`config.mk`:
```
export PLATFORM = sky130hd
export DESIGN_NAME = dram_array
export DESIGN_NICKNAME = d
export VERILOG_FILES = /design/src/rtl/dram_pkg.sv /design/src/rtl/dram_cell16.sv /design/src/rtl/dram_bank.sv /design/src/rtl/dram_array.sv
export SDC_FILE = /design/constraint.sdc
export NUM_CORES = 1
export LEC_CHECK = 0
export BUFFER_PORTS_ARGS = -buffer_cell sky130_fd_sc_hd__buf_2
export CORE_ASPECT_RATIO = 0.6
export CORE_MARGIN = 2
export CORE_UTILIZATION = 40
export CTS_CLUSTER_DIAMETER = 30
export DETAILED_ROUTE_END_ITERATION = 16
export GPL_ROUTABILITY_DRIVEN = 1
export GPL_TIMING_DRIVEN = 0
export PLACE_DENSITY_LB_ADDON = 0.15
export SLEW_MARGIN = 20
export SYNTH_ARGS = -nofsm -noshare
export SYNTH_HDL_FRONTEND = slang
export SYNTH_HIERARCHICAL = 1
export SYNTH_SLANG_ARGS = --single-unit
```
`constraint.sdc`:
```
create_clock -name clk_i -period 2.6 [get_ports clk_i]
set_input_delay 0.52 -clock clk_i [delete_from_list [all_inputs] [get_ports clk_i]]
set_output_delay 0.52 -clock clk_i [all_outputs]
set_load 0.005 [all_outputs]
```
`src/rtl/dram_pkg.sv`:
```
package dram_pkg;
  typedef enum logic {PM_SINGLE = 1'b0, PM_DUAL = 1'b1} port_mode_e;
  localparam int unsigned CELL_WORDS = 16;
  localparam int unsigned CELL_AW    = 4;
endpackage

```
`src/rtl/dram_cell16.sv`:
```
module dram_cell16 (
  input  logic       clk_i,
  input  logic       rst_ni,
  input  logic       we_i,
  input  logic [3:0] waddr_i,
  input  logic       wdata_i,
  input  logic [3:0] raddr_i,
  output logic       rdata_o
);
  logic [15:0] mem;

  always_ff @(posedge clk_i) begin
    if (we_i) mem[waddr_i] <= wdata_i;
  end

  assign rdata_o = mem[raddr_i];

  assert_write_R1: assert property (@(posedge clk_i) disable iff (!rst_ni)
    we_i |=> mem[$past(waddr_i)] == $past(wdata_i));

  assert_hold_R1: assert property (@(posedge clk_i) disable iff (!rst_ni)
    !we_i |=> $stable(mem));
endmodule

```
`src/rtl/dram_bank.sv`:
```
module dram_bank #(
  parameter int unsigned DEPTH = 32,
  localparam int unsigned AW    = $clog2(DEPTH),
  localparam int unsigned NCELL = DEPTH / dram_pkg::CELL_WORDS,
  localparam int unsigned SW    = (AW > dram_pkg::CELL_AW) ? AW - dram_pkg::CELL_AW : 1
) (
  input  logic          clk_i,
  input  logic          rst_ni,
  input  logic          we_i,
  input  logic [AW-1:0] waddr_i,
  input  logic          wdata_i,
  input  logic [AW-1:0] raddr_i,
  output logic          rdata_o
);
  logic [SW-1:0]    wsel, rsel;
  logic [NCELL-1:0] cell_we, cell_rd;

  generate
    if (NCELL > 1) begin : g_sel
      assign wsel = waddr_i[AW-1:dram_pkg::CELL_AW];
      assign rsel = raddr_i[AW-1:dram_pkg::CELL_AW];
    end else begin : g_nosel
      assign wsel = '0;
      assign rsel = '0;
    end

    for (genvar c = 0; c < NCELL; c++) begin : g_cell
      assign cell_we[c] = we_i && (wsel == SW'(c));
      dram_cell16 u_cell (
        .clk_i   (clk_i),
        .rst_ni  (rst_ni),
        .we_i    (cell_we[c]),
        .waddr_i (waddr_i[3:0]),
        .wdata_i (wdata_i),
        .raddr_i (raddr_i[3:0]),
        .rdata_o (cell_rd[c])
      );
    end
  endgenerate

  // read mux over tiles
  always_comb begin
    rdata_o = 1'b0;
    for (int c = 0; c < int'(NCELL); c++) begin
      if (rsel == SW'(c)) rdata_o = cell_rd[c];
    end
  end

  assert_we_onehot_R6: assert property (@(posedge clk_i) disable iff (!rst_ni)
    $onehot0(cell_we));

  assert_we_idle_R1: assert property (@(posedge clk_i) disable iff (!rst_ni)
    !we_i |-> cell_we == '0);
endmodule

```
`src/rtl/dram_array.sv`:
```
module dram_array #(
  parameter dram_pkg::port_mode_e MODE = dram_pkg::PM_DUAL,
  parameter int unsigned DEPTH   = 32,
  parameter int unsigned WIDTH   = 2,
  parameter bit          OUT_REG = 1'b0,
  localparam int unsigned AW = $clog2(DEPTH)
) (
  input  logic             clk_i,
  input  logic             rst_ni,
  input  logic             sr_i,
  input  logic [AW-1:0]    a_addr_i,
  input  logic [WIDTH-1:0] a_wdata_i,
  output logic [WIDTH-1:0] a_rdata_o,
  input  logic [AW-1:0]    b_addr_i,
  output logic [WIDTH-1:0] b_rdata_o
);
  logic [WIDTH-1:0] a_raw, b_raw;

  generate
    for (genvar w = 0; w < WIDTH; w++) begin : g_bit
      dram_bank #(.DEPTH(DEPTH)) u_bank_a (
        .clk_i   (clk_i),
        .rst_ni  (rst_ni),
        .we_i    (sr_i),
        .waddr_i (a_addr_i),
        .wdata_i (a_wdata_i[w]),
        .raddr_i (a_addr_i),
        .rdata_o (a_raw[w])
      );
      if (MODE == dram_pkg::PM_DUAL) begin : g_dual
        // mirror copy: write side follows port A
        dram_bank #(.DEPTH(DEPTH)) u_bank_b (
          .clk_i   (clk_i),
          .rst_ni  (rst_ni),
          .we_i    (sr_i),
          .waddr_i (a_addr_i),
          .wdata_i (a_wdata_i[w]),
          .raddr_i (b_addr_i),
          .rdata_o (b_raw[w])
        );
      end else begin : g_single
        assign b_raw[w] = 1'b0;
      end
    end

    if (OUT_REG) begin : g_oreg
      always_ff @(posedge clk_i or negedge rst_ni) begin
        if (!rst_ni) begin
          a_rdata_o <= '0;
          b_rdata_o <= '0;
        end else begin
          a_rdata_o <= a_raw;
          b_rdata_o <= b_raw;
        end
      end

      assert_oreg_a_R7: assert property (@(posedge clk_i) disable iff (!rst_ni)
        1'b1 |=> a_rdata_o == $past(a_raw));
    end else begin : g_comb
      assign a_rdata_o = a_raw;
      assign b_rdata_o = b_raw;
    end

    if (MODE == dram_pkg::PM_DUAL) begin : g_chk_dual
      assert_mirror_R4: assert property (@(posedge clk_i) disable iff (!rst_ni)
        (a_addr_i == b_addr_i) |-> (a_raw == b_raw));
    end
  endgenerate
endmodule

```
==> results.yml <==
synthesis:
  ys_seq_area_share_pct: 65.0
  synth_edf_count: 128
  ys_top_cells_by_area: "edfxtp_1, mux4_1, nor2_1"
  synth_adder_area_share_pct: 0
  synth-simple-area-share_pct: 15.7
  synth_mux_area_share_pct: 19.3
  yosysWarningCount: 6
  yosysMostFrequentCell: "edfxtp_1"
  avgSynthCellArea_sq_um: 15.6
  syn_area_sq_um: 5920
  syn_inst: 380
  synth_top_area_share_pct: 65.0
  synth-xor-area-share_pct: 0
  synth_seq_cells: 128
  ys.flop_type: "edfxtp_1"
  synth_compound_area_share_pct: 0
  synth_top_family_by_area: "multiplexers"
  synthTopCellsByCount: "edfxtp_1, nor2_1, mux4_1, nor3_1, mux2i_1"
  synth_top_cell_by_area: "edfxtp_1"
  synth_cell_types: 13
  synthesis.nets: 395
  async_reset_ff_share_pct: 0
drt:
  vias: 3408
  drc: 0
  wl_per_cell_um: 19.0
  viasPerCell: 5.35
  wirelength_um: 12100
  first_iter_violations: 319
  drt-pass1-iter-count: 5
  ant_nets: 0
placement:
  placed_cells: 596
  numPortBuffers: 17
  hpwl_um: 6300
  gp_congestion: 0.711
floorplanning:
  initial_core_util_pct: 40.9
  core_region_area_sq_um: 14500
  ioPinCount: 19
  die_w_um: 161
  die-area_sq_um: 15800
  rows: 34
  fp.dieH_um: 98.2
grt:
  antenna_found_initial: 0
  track_usage_pct: 16.1
  grt_max_degree: 73
  grt_overflow_total: 0
  grt_pass1_wl_um: 18700
  first_global_vias: 3365
cells_and_area:
  seq_area_sq_um: 3840
  multi_input_area_sq_um: 2020
  drive_above_1_share_pct: 17.8
  fillerInstances: 1251
  fin_util_pct: 48.9
  diodes: 0
  final_cells: 637
  finalNetCount: 441
  syn_to_final_growth_pct: 19.5
power:
  leakage_nw: 2.35
  total_power_w: 0.00517
  sw_frac_of_total_pct: 19.8
  p_sw_w: 0.00103
  power_frac_clock_pct: 48.5
  ir_worst_vdd_mv: 0.420
  p_int_w: 0.00415
  p_comb_share_pct: 7.0
  power_density_nw_per_um2: 732
  pwr-share-seq_pct: 44.5
worst_setup_path:
  end_kind: "output pin"
  worstPathRequired_ps: 2080
  path_class: "input pin to output pin"
  start_kind: "input pin"
  cp.arrival_ps: 2020
  critPathMaxFanout: 7
clock_network:
  cts_sinks: 128
  htreeDepth: 4
  clk_pin_slew_ps: 50
  cts_buffer_depth: 2
  cts-root-buf: "clkbuf_16"
  cts_tree: "yes"
  numCtsBuffers: 17
run_status:
  status: "finished clean"
timing:
  maxSlewViolCount: 0
  hold_viol: 0
  whs_ps: 603
  setup_violations: 0
  worstMarginPinSlew_ps: 1060
  max_freq_mhz: 393
  fin_crit_sh_pct: 97.8
  fin_crit_ps: 2540
  slew_headroom_pct: 29.6
worst_hold_path:
  min_path_type: "input pin to flop"
job:
  maxCapViolations: 0
-- stage by stage --
| step | worst slack, ps | setup TNS [ps] | area (sq um) |
|---|---|---|---|
| after floorplan | 574 | 0 | 5920 |
| after global placement | -1000 | -2410 | 6250 |
| after detailed placement | -429 | -1230 | 6270 |
| after CTS | -13.4 | -13.4 | 7050 |
| after global routing | -0.892 | -0.892 | 7070 |
| final | 58.0 | 0 | 7070 |
-- metal layers --
layer / part of all wire [%] / global-route usage (%) / up-vias / routed length (um)
met5: 0 / 0 / - / 0
met2: 45 / 24.1 / 93 / 5440
met3: 7.1 / 3.91 / 10 / 858
met1: 47 / 23.3 / 1694 / 5680
met4: 0.88 / 5.36 / 0 / 106
li1: - / - / 1611 / -
-- placed cells by master, fill, tap and decap left out, types with 4 or more instances in the layout --
master,count
nand2_1,8
mux2i_1,24
nor2b_1,4
nor2_1,96
edfxtp_1,128
bufinv_16,5
buf_16,4
or3b_2,8
mux2_4,4
buf_2,13
clkbuf_1,4
nor3_1,32
and2_1,4
nand3b_1,16
mux4_1,19
mux4_2,13
clkbuf_16,17
nand2b_1,16
nand3_1,8
buf_4,4
-- state kept, by name, indices dropped and copies added (netlist names) --
signal	cells
g_bit.g_dual.u_bank_b/g_cell.u_cell/mem	64
g_bit.u_bank_a/g_cell.u_cell/mem	64
-- power groups by stage --
stage / Combinational [W] / Clock [W] / Sequential, W
2_1_floorplan: 0.000154 / 0 / 0.00234
3_3_place_gp: 0.000308 / 0 / 0.00234
3_5_place_dp: 0.000315 / 0 / 0.00234
4_1_cts: 0.000357 / 0.00255 / 0.00230
5_1_grt: 0.000395 / 0.00263 / 0.00230
6_report: 0.000364 / 0.00251 / 0.00230
-- critical path, stage by stage --
cell	delay, ps
buf_16	130
buf_16	150
mux4_2	520
mux2i_1	160
mux2i_1	130
mux2_4	290
buf_2	120
-- final timing paths --
kind | startpoint | endpoint | slack, ps | cells past startpoint
worst max-delay path | a_addr_i[0] | a_rdata_o[0] | 60 | 7
worst min-delay path | a_addr_i[0] | g_bit[1].u_bank_a/g_cell[0].u_cell/mem[8] | 600 | 2
-- kinds of logic after synthesis --
family,Yosys count
and+or+nand+nor,192
DFF,128
muxes,60
-- area by class of cell --
type	instances	area share, %
clock buffer	21	6.23
clock inverter	11	2.66
multi-input combinational	252	28.6
sequential	128	54.4
tap	198	3.51
timing repair buffer	27	4.59
-- repair_timing --
item	4_1_cts	5_1_grt
resized for setup	18	10
endpoints found under the hold margin	0	0
setup endpoints to repair	4	4
hold buffers	0	0
cloned	4	0
setup buffers	0	5
No activity file was read; power rests on OpenSTA's default activity.
